$ cat src/rtl/cfg_idsel_pkg.sv
package cfg_idsel_pkg;

  typedef enum logic {
    ST_IDLE = 1'b0,
    ST_BUSY = 1'b1
  } cycState_t;

  typedef struct packed {
    logic wrLo;        // write low byte lane of hide register
    logic wrHi;        // write high byte lane of hide register
    logic latchCycle;  // capture device number, type and hide bits
    logic live;        // configuration cycle in progress
  } ctlStrobe_t;

endpackage

$ cat src/rtl/cfg_idsel_ctrl.sv
module cfg_idsel_ctrl
  import cfg_idsel_pkg::*;
(
  input  logic       clk,
  input  logic       rstN,
  input  logic       regWrEn,
  input  logic [1:0] regByteEn,
  input  logic       cfgStart,
  input  logic       cfgDone,
  output ctlStrobe_t strobes
);

  cycState_t state, stateNext;

  always_comb begin
    stateNext = state;
    case (state)
      ST_IDLE: if (cfgStart) stateNext = ST_BUSY;
      ST_BUSY: if (cfgDone)  stateNext = ST_IDLE;
      default: stateNext = ST_IDLE;
    endcase
  end

  always_ff @(posedge clk) begin
    if (!rstN) state <= ST_IDLE;
    else       state <= stateNext;
  end

  always_comb begin
    strobes.wrLo       = regWrEn && regByteEn[0];
    strobes.wrHi       = regWrEn && regByteEn[1];
    strobes.latchCycle = (state == ST_IDLE) && cfgStart;
    strobes.live       = (state == ST_BUSY);
  end

endmodule

$ cat src/rtl/cfg_idsel_dpath.sv
module cfg_idsel_dpath
  import cfg_idsel_pkg::*;
#(
  parameter int REG_W    = 16,
  parameter int SEL_W    = 16,
  parameter int DEV_W    = 5,
  parameter int EXT_DEVS = 6,
  parameter int INT_DEV  = 8
) (
  input  logic             clk,
  input  logic             rstN,
  input  ctlStrobe_t       strobes,
  input  logic [REG_W-1:0] regWrData,
  output logic [REG_W-1:0] regRdData,
  input  logic             cfgType0,
  input  logic [DEV_W-1:0] cfgDevNum,
  output logic [SEL_W-1:0] idselOut,
  output logic             intDecodeHit,
  output logic             masterAbort
);

  localparam int HALF = REG_W / 2;

  function automatic logic [REG_W-1:0] liveBits();
    logic [REG_W-1:0] m;
    m = '0;
    for (int i = 0; i < EXT_DEVS; i++) m[i] = 1'b1;
    m[INT_DEV] = 1'b1;
    return m;
  endfunction

  localparam logic [REG_W-1:0] LIVE_MASK = liveBits();

  logic [REG_W-1:0]    hideReg;
  logic [EXT_DEVS-1:0] snapExt;
  logic                snapInt;
  logic [DEV_W-1:0]    devQ;
  logic                type0Q;
  logic [SEL_W-1:0]    selBit;
  logic                cycleOn;
  logic                extClaim;

  // Hide register, reserved bits never stored
  always_ff @(posedge clk) begin
    if (!rstN) begin
      hideReg <= '0;
    end else begin
      if (strobes.wrLo) hideReg[HALF-1:0]     <= regWrData[HALF-1:0]     & LIVE_MASK[HALF-1:0];
      if (strobes.wrHi) hideReg[REG_W-1:HALF] <= regWrData[REG_W-1:HALF] & LIVE_MASK[REG_W-1:HALF];
    end
  end

  assign regRdData = hideReg;

  // Per-cycle capture
  always_ff @(posedge clk) begin
    if (!rstN) begin
      snapExt <= '0;
      snapInt <= 1'b0;
      devQ    <= '0;
      type0Q  <= 1'b0;
    end else if (strobes.latchCycle) begin
      snapExt <= hideReg[EXT_DEVS-1:0];
      snapInt <= hideReg[INT_DEV];
      devQ    <= cfgDevNum;
      type0Q  <= cfgType0;
    end
  end

  assign cycleOn = strobes.live && type0Q;

  // One select line per IDSEL bit
  for (genvar g = 0; g < SEL_W; g++) begin : gSel
    if (g < EXT_DEVS) begin : gExt
      assign selBit[g] = (devQ == DEV_W'(g)) && !snapExt[g];
    end else if (g == INT_DEV) begin : gInt
      assign selBit[g] = (devQ == DEV_W'(g));
    end else begin : gNone
      assign selBit[g] = 1'b0;
    end
  end

  assign extClaim     = cycleOn && (|selBit[EXT_DEVS-1:0]);
  assign idselOut     = cycleOn ? selBit : '0;
  assign intDecodeHit = cycleOn && (devQ == DEV_W'(INT_DEV)) && !snapInt;
  assign masterAbort  = cycleOn && !extClaim && !intDecodeHit;

endmodule

$ cat src/rtl/cfg_idsel_gate.sv
module cfg_idsel_gate
  import cfg_idsel_pkg::*;
#(
  parameter int REG_W    = 16,
  parameter int SEL_W    = 16,
  parameter int DEV_W    = 5,
  parameter int EXT_DEVS = 6,
  parameter int INT_DEV  = 8
) (
  input  logic             clk,
  input  logic             rstN,
  input  logic             regWrEn,
  input  logic [1:0]       regByteEn,
  input  logic [REG_W-1:0] regWrData,
  output logic [REG_W-1:0] regRdData,
  input  logic             cfgStart,
  input  logic             cfgType0,
  input  logic [DEV_W-1:0] cfgDevNum,
  input  logic             cfgDone,
  output logic             cycleBusy,
  output logic [SEL_W-1:0] idselOut,
  output logic             intDecodeHit,
  output logic             masterAbort
);

  ctlStrobe_t strobes;

  cfg_idsel_ctrl u_ctrl (
    .clk       (clk),
    .rstN      (rstN),
    .regWrEn   (regWrEn),
    .regByteEn (regByteEn),
    .cfgStart  (cfgStart),
    .cfgDone   (cfgDone),
    .strobes   (strobes)
  );

  cfg_idsel_dpath #(
    .REG_W(REG_W), .SEL_W(SEL_W), .DEV_W(DEV_W),
    .EXT_DEVS(EXT_DEVS), .INT_DEV(INT_DEV)
  ) u_dpath (
    .clk          (clk),
    .rstN         (rstN),
    .strobes      (strobes),
    .regWrData    (regWrData),
    .regRdData    (regRdData),
    .cfgType0     (cfgType0),
    .cfgDevNum    (cfgDevNum),
    .idselOut     (idselOut),
    .intDecodeHit (intDecodeHit),
    .masterAbort  (masterAbort)
  );

  assign cycleBusy = strobes.live;

endmodule

$ cat config.mk
export PLATFORM = sky130hd
export DESIGN_NAME = cfg_idsel_gate
export DESIGN_NICKNAME = d
export VERILOG_FILES = /design/src/rtl/cfg_idsel_pkg.sv /design/src/rtl/cfg_idsel_ctrl.sv /design/src/rtl/cfg_idsel_dpath.sv /design/src/rtl/cfg_idsel_gate.sv
export SDC_FILE = /design/constraint.sdc
export NUM_CORES = 1
export LEC_CHECK = 0
export ABC_AREA = 1
export BUFFER_PORTS_ARGS = -buffer_cell sky130_fd_sc_hd__buf_2
export CORE_UTILIZATION = 33
export CTS_CLUSTER_DIAMETER = 30
export DETAILED_ROUTE_END_ITERATION = 8
export GPL_ROUTABILITY_DRIVEN = 0
export HOLD_SLACK_MARGIN = 0.05
export PLACE_DENSITY_LB_ADDON = 0.1
export SYNTH_ARGS = -nofsm -noshare
export SYNTH_HDL_FRONTEND = slang
export SYNTH_HIERARCHICAL = 1
export SYNTH_SLANG_ARGS = --single-unit
$ cat constraint.sdc
create_clock -name clk -period 1.35 [get_ports clk]
set_input_delay 0.27 -clock clk [delete_from_list [all_inputs] [get_ports clk]]
set_output_delay 0.27 -clock clk [all_outputs]
set_load 0.03 [all_outputs]
; Word level (Yosys, flattened, before mapping)
; Index checks and enable logic that the tools add are counted.
[op_classes]
n_mux = 4
reduce_logical = 26
n_bitwise = 1
n_eq_ne = 6
[op_table]
columns = operator, n
row1 = 1-bit logical AND, 15
row2 = 5-bit by 2-bit equality test with 1-bit output (second input constant), 2
row3 = 5-bit by 3-bit equality test with 1-bit output (second input constant), 2
row4 = 1-bit logical NOT, 9
row5 = 9-bit two-way mux, 1
row6 = 6-bit OR reduction, 1
row7 = 5-bit by 1-bit equality test with 1-bit output (second input constant), 1
row8 = 5-bit by 4-bit equality test with 1-bit output (second input constant), 1
row9 = 5-bit logical NOT, 1
row10 = 1-bit two-way mux, 2
row11 = 1-bit case mux with 2 select lines, 1
row12 = 1-bit NOT, 1
[word_totals]
input_bits = 29
elab_cells = 44
ff_bits = 21

; Depth between registers and ports, before layout
; Gate-level depths: netlist of the first run.
[depth]
depth_word = 7
mapped_depth = 7
mapped_depth_nobuf = 7

; By module
; The synthesis of the first run kept the hierarchy.
[modules_own_cells]
columns = module, area_each_um2, cells_per_inst, n_inst, seq_area_each_um2
row1 = cfg_idsel_dpath, 1009.7, 140, 1, 400.4
row2 = cfg_idsel_ctrl, 76.3, 13, 1, 20.0

; Worst setup path after synthesis of the first run
; OpenSTA, ideal clock, no wires.
[synth_timing]
path_kind = register -> output
from = register u_ctrl.state
to = output port idselOut[5]
required_time_ps = 1080
path_stages_with_launch = 4
setup_slack_ps = -253
arrival_time_ps = 1333
cell_sequence = dfxtp_1 buf_4 nand2_2 nor3_1
[synth_between]
elab_chain_len = 2
[synth_lines]
columns = item, line_no
row1 = "start, declared", cfg_idsel_ctrl.sv:13  ; cycState_t state, stateNext;
row2 = "start signal, assigned", cfg_idsel_ctrl.sv:26  ; else state <= stateNext;
row3 = 1-bit logical AND, cfg_idsel_dpath.sv:70  ; assign cycleOn = strobes.live && type0Q;
row4 = 9-bit two-way mux, cfg_idsel_dpath.sv:84  ; assign idselOut = cycleOn ? selBit : '0;
row5 = "end, declared", cfg_idsel_gate.sv:21  ; output logic [SEL_W-1:0] idselOut,
; Every way passes these cells.

; Worst setup path in the final report of the first run
[layout_timing]
from = register u_dpath.devQ[1]
to = output port idselOut[0]
[layout_between]
elab_chain_len = 3
[layout_lines]
columns = item, line_no
row1 = "start, declared", cfg_idsel_dpath.sv:37  ; logic [DEV_W-1:0] devQ;
row2 = "start signal, assigned", cfg_idsel_dpath.sv:65  ; devQ <= cfgDevNum;
row3 = 5-bit logical NOT, cfg_idsel_dpath.sv:75  ; assign selBit[g] = (devQ == DEV_W'(g)) && !snapExt[g];
row4 = 1-bit logical AND, cfg_idsel_dpath.sv:75
row5 = 9-bit two-way mux, cfg_idsel_dpath.sv:84
; Every way passes these cells.

==> flow_metrics.tcl, run 1 <==
set metrics [dict create \
    outcome "complete, but fails checks" \
    violations "setup timing" \
    ir_drop_mv 0.4708 \
    clockBufferDepth 2 \
    track_usage_pct 12.96 \
    nets 222 \
    dr.pass1.iters 4 \
    first_global_vias 845 \
    reg2reg_depth 7 \
    start_util_pct 35.28 \
    cts_tree "yes" \
    fmax_mhz 627.5 \
    skew_ns 0.009414 \
    grt_setup_unrepaired "yes" \
    ios 64 \
    rr_endpoint "u_dpath/devQ[2]$_SDFFE_PN0P_" \
    crit_arrival_ns 1.32 \
    wl_mm 2.201 \
    path_cells "nor2_4 -> nand2_2 -> inv_2 -> nand3b_1 -> nor2_1 -> buf_4" \
    vias_per_cell 4.275 \
    insertedDiodeCount 0 \
    critPathCaptureType "output pin" \
    r2r_slack_ns 0.18 \
    startpoint "u_dpath/devQ[1]$_SDFFE_PN0P_" \
    grt.overflow.total 0 \
    ys_ff_latch 21 \
    die_w_um 59.37 \
    numCtsBuffers 3 \
    route.detailed.drc 0 \
    clk_pin_slew_ns 0.12 \
    finalSetupViolCount 9 \
    dominantRegCellSynth "dfxtp_1" \
    io_buffer_count 36 \
    hpwlAfterDp_mm 1.717 \
    r2r_start "u_ctrl/state$_SDFF_PN0_" \
    slew_violations 0 \
    hold_viol_final 0 \
    syn_inst 153 \
    std_cell_rows 20 \
    antenna_found_initial 0 \
    drv_cap 0 \
    syn_avg_cell_area_um2 7.098 \
    period_needed_ns 1.594 \
    holdCritStartpoint "regWrData[4]" \
    path_max_fanout 2 \
    post_cts_buffers 0 \
    cp_top_family "simple AND/OR/NAND/NOR gates" \
    power.leakage_nw 0.6967 \
    grt_pass1_wl_mm 3.477 \
    crit_type "register to output pin" \
    critical_path.startpoint_type "register" \
    areaGrowthSynthToFinish_pct 27.65 \
    ant_nets 0 \
    clock-root-buffer "clkbuf_4" \
    ys_async_sr_fraction_pct 0 \
    drt-initial-drc-count 17 \
    grt_max_degree 22 \
    wl_per_cell_um 9.326 \
    die-area_um2 3524 \
    ys_types 21 \
    clk_latency_ns 0.30 \
    die_y_um 59.37 \
    layout-drive-gt1-share_pct 41.67 \
    dr_total_vias 1009 \
    p_per_area_nw_per_um2 972.0 \
    min_period_over_period_pct 118.0 \
    cpPeakStageDelay_ns 0.36 \
    synth_edf_count 0 \
    clock_sinks 21 \
    syn_area_um2 1086 \
    cpMaxStageDelayCell "dfxtp_2" \
    cts_htree_levels 1 \
    hold_buffers 0 \
    finalWorstSetupSlack_ns -0.2436 \
    instances_no_fill 236 \
    yosys_warnings 6 \
    yosysSeqAreaShare_pct 38.71 \
    post-place-cells 232 \
    critPathBufInv 2 \
    whs_endpoint "u_dpath/regRdData[4]$_SDFFE_PN0P_" \
    worstHoldPathType "input pin to register" \
    cp.required_ns 1.08 \
    fin_util_pct 45.04 \
    hold_depth 3 \
    core_region_area_um2 3078 \
]
worst min-delay path, stage by stage:
cell	delay, ns
buf_2	0.07
nor2_1	0.03
nor2_1	0.08
logic make-up (layout without fill, tap and decap cells):
group	Yosys count	after routing	share of synthesized area (%)
AND/OR/NAND/NOR	63	63	26.50
buffers and inverters	40	62	21.20
AO/OA/AOI/OAI	28	28	13.25
flip-flops	21	21	38.71
other	1	18	0.3453
metrics by stage:
stage	setup slack [ns]	hold slack [ns]	power (W)	setup TNS, ns	cell area, µm²
2_1_floorplan	-0.01726	0.3915	0.0009931	-0.03469	1165
3_3_place_gp	0.003266	0.4689	0.001031	0	1267
3_5_place_dp	-0.02767	0.4752	0.001037	-0.02767	1267
4_1_cts	-0.2397	0.1776	0.001355	-1.653	1371
5_1_grt	-0.3495	0.1922	0.001432	-2.385	1386
6_report	-0.2436	0.1874	0.001348	-1.588	1386
synthesized netlist by cell type, drive strengths merged, types with 2 or more instances:
library cell	n	share of area (%)
a21oi	8	4.0
buf	21	15
dfxtp	21	39
inv	18	6.2
nand2	8	3.2
nand3	7	4.6
nand3b	2	1.7
nor2	42	15
nor3	3	1.4
o21ai	20	9.2
placed cells by master, fill, tap and decap left out, types with 5 or more instances in the layout:
| cell type | instances |
|---|---|
| nand2_1 | 5 |
| a21oi_1 | 7 |
| nor2_2 | 5 |
| dfxtp_1 | 14 |
| dfxtp_2 | 5 |
| buf_4 | 11 |
| conb_1 | 18 |
| inv_2 | 8 |
| o21ai_0 | 20 |
| buf_2 | 27 |
| nor2_1 | 34 |
| inv_1 | 10 |
| nand3_2 | 5 |
per-layer routing:
metal | GRT usage, % | vias up | share of wire, %
met5 | 0 | - | 0
met3 | 1.965 | 2 | 4.5
li1 | - | 523 | -
met2 | 23.43 | 33 | 48
met1 | 15.17 | 451 | 46
met4 | 5.102 | 0 | 0.86
worst max path at each step:
stage               slack (ns)     endpoint  cells after the start
floorplan                -0.02  idselOut[5]                      3
global placement         0.003  masterAbort                      5
detailed placement       -0.03  masterAbort                      5
CTS                      -0.24  masterAbort                      8
global route             -0.35  idselOut[0]                      6
finish                   -0.24  idselOut[0]                      6
state kept, by name, summed over array words and instances (netlist names):
signal and count:
u_dpath/regRdData 7, u_dpath/devQ 5, u_dpath/snapInt 1, u_ctrl/state 1
u_dpath/snapExt 6, u_dpath/type0Q 1
power breakdown:
part	leakage (nW)	internal, W	switching (W)	total (W)
clock	0.0177	0.000110	0.000184	0.000295
combinational	0.503	0.000107	0.000235	0.000342
sequential	0.176	0.000669	0.0000417	0.000711
total	0.697	0.000886	0.000461	0.00135
repair_timing:
action	in CTS	in global routing
setup endpoints to repair	9	9
pin swaps	7	7
gates resized for setup	31	5
layout make-up:
| cell class | count | area (µm²) |
|---|---|---|
| Clock buffer | 3 | 22.52 |
| Clock inverter | 1 | 5.005 |
| Fill cell | 328 | 1692 |
| Inverter | 18 | 67.56 |
| Multi-Input combinational cell | 109 | 561.8 |
| Sequential cell | 21 | 434.2 |
| Tap cell | 44 | 55.05 |
| Timing Repair Buffer | 40 | 240.2 |
(Power assumes the default switching activity.)
==> run 2, diff against run 1 <==
--- a/config.mk
+++ b/config.mk
@@ -11,6 +11,7 @@
 export CTS_CLUSTER_DIAMETER = 30
 export DETAILED_ROUTE_END_ITERATION = 8
 export GPL_ROUTABILITY_DRIVEN = 0
+export GPL_TIMING_DRIVEN = 0
 export HOLD_SLACK_MARGIN = 0.05
 export PLACE_DENSITY_LB_ADDON = 0.1
 export SYNTH_ARGS = -nofsm -noshare
==> flow_metrics.tcl, run 2 (synthesized netlist as in run 1, its figures left out) <==
set metrics [dict create \
    outcome "complete, but fails checks" \
    violations "setup timing" \
    r2r_start "u_ctrl/state$_SDFF_PN0_" \
    cts_htree_levels 1 \
    nets 242 \
    wl_mm 2.420 \
    die_y_um 59.37 \
    cp.required_ns 1.08 \
    layout-drive-gt1-share_pct 48.11 \
    track_usage_pct 15.63 \
    ir_drop_mv 0.4034 \
    route.detailed.drc 0 \
    insertedDiodeCount 0 \
    std_cell_rows 20 \
    holdWs_ns 0.1878 \
    drv_cap 0 \
    clock_sinks 21 \
    final_common_cell "nor2_1" \
    period_needed_ns 1.603 \
    clk_pin_slew_ns 0.12 \
    ant_nets 0 \
    io_buffer_count 36 \
    grt_max_degree 13 \
    clockBufferDepth 2 \
    ios 64 \
    rr_endpoint "u_dpath/snapExt[0]$_SDFFE_PN0P_" \
    dr_total_vias 1052 \
    hold_depth 3 \
    power.leakage_nw 0.7960 \
    hpwlAfterDp_mm 1.907 \
    finalWorstSetupSlack_ns -0.2531 \
    path_cells "inv_2 -> nand2_2 -> inv_2 -> nand3b_1 -> nand3_2 -> nor2_4 -> buf_6" \
    nFillCells 323 \
    dr.pass1.iters 3 \
    worstHoldPathType "input pin to register" \
    slew_violations 0 \
    cpMaxStageDelayCell "dfxtp_2" \
    holdCritStartpoint "regWrData[3]" \
    skew_ns 0.003052 \
    first_global_vias 986 \
    numCtsBuffers 3 \
    startpoint "u_dpath/devQ[4]$_SDFFE_PN0P_" \
    r2r_slack_ns 0.16 \
    clock-root-buffer "clkbuf_4" \
    die_w_um 59.37 \
    critical_path.startpoint_type "register" \
    die-area_um2 3524 \
    layout_common_cells "nor2_1 (33), buf_2 (28), buf_4 (27), o21ai_0 (20), conb_1 (18)" \
    whs_endpoint "u_dpath/regRdData[3]$_SDFFE_PN0P_" \
    reg2reg_depth 8 \
    clk_latency_ns 0.30 \
    largest_reg_flops 7 \
    crit_top_cell "inv_2" \
    antenna_found_initial 0 \
    hold_viol_final 0 \
    hold_buffers 0 \
    grt_pass1_wl_mm 4.174 \
    areaGrowthSynthToFinish_pct 44.01 \
    crit_type "register to output pin" \
    critPathCaptureType "output pin" \
    p_per_area_nw_per_um2 901.0 \
    fmax_mhz 623.8 \
    drt-initial-drc-count 23 \
    finalSetupViolCount 9 \
    crit_arrival_ns 1.33 \
    min_period_over_period_pct 118.7 \
    place_ws_ns -0.09450 \
    start_util_pct 35.28 \
    path_max_fanout 4 \
    grt.overflow.total 0 \
    cts_tree "yes" \
    cpPeakStageDelay_ns 0.37 \
    vias_per_cell 4.109 \
    wl_per_cell_um 9.453 \
    total_power_w 0.001409 \
    core_region_area_um2 3078 \
    grt_setup_unrepaired "yes" \
]
==> run 2: cell count changes in the layout (fill, tap and decap cells not counted), sizes merged <==
cell | before | now
clkbuf | 3 | 4
buf | 40 | 59
==> run 2: what timing repair did <==
action	4_1_cts	5_1_grt
gates resized for setup	40	3
hold endpoints to repair	0	0
setup buffers	2	0
pin swaps	6	8
setup endpoints to repair	9	19
==> run 2: worst max-delay path, delay by kind of cell, from the launching register on <==
family | cells | cell delay, ns
buffers and inverters | 3 | 0.24
AND/OR/NAND/NOR | 4 | 0.42
flip-flops | 1 | 0.37
==> run 2: final cells by class <==
cell class                      count  area, µm²  area share [%]
Clock inverter                      1      5.005          0.3200
Sequential cell                    21      436.7           27.92
Multi-Input combinational cell    109      585.6           37.44
Tap cell                           44      55.05           3.520
Buffer                             22      166.4           10.64
Timing Repair Buffer               38      225.2           14.40
Inverter                           18      67.56           4.320
Clock buffer                        3      22.52           1.440
==> run 2: routing by layer <==
layer | track usage, % | wire (µm) | vias up
li1 | - | - | 563
met1 | 18.45 | 1033 | 454
met2 | 28.89 | 1240 | 33
met3 | 1.965 | 127 | 2
met4 | 5.102 | 19 | 0
met5 | 0 | 0 | -
==> run 2: power breakdown <==
part	leakage [nW]	internal (W)	switching [W]	total, W
clock network	0.0177	0.000110	0.000187	0.000297
registers	0.177	0.000668	0.0000443	0.000713
logic	0.602	0.000148	0.000252	0.000400
==> run 2: worst max path at each step <==
stage / depth (start not counted) / to
2_1_floorplan: 3 / idselOut[5]
6_report: 7 / masterAbort
3_3_place_gp: 7 / masterAbort
5_1_grt: 8 / masterAbort
3_5_place_dp: 7 / masterAbort
4_1_cts: 7 / masterAbort
==> run 2: per-stage QoR <==
stage | instances | TNS (ns) | cell area, µm² | util [%]
finish | 256 | -1.564 | 1564 | 50.81
global route | 256 | -2.373 | 1564 | 50.81
CTS | 256 | -1.621 | 1556 | 50.57
detailed placement | 250 | -0.1152 | 1400 | 45.49
global placement | 250 | -0.06504 | 1400 | 45.49
floorplan | 170 | -0.03469 | 1165 | -
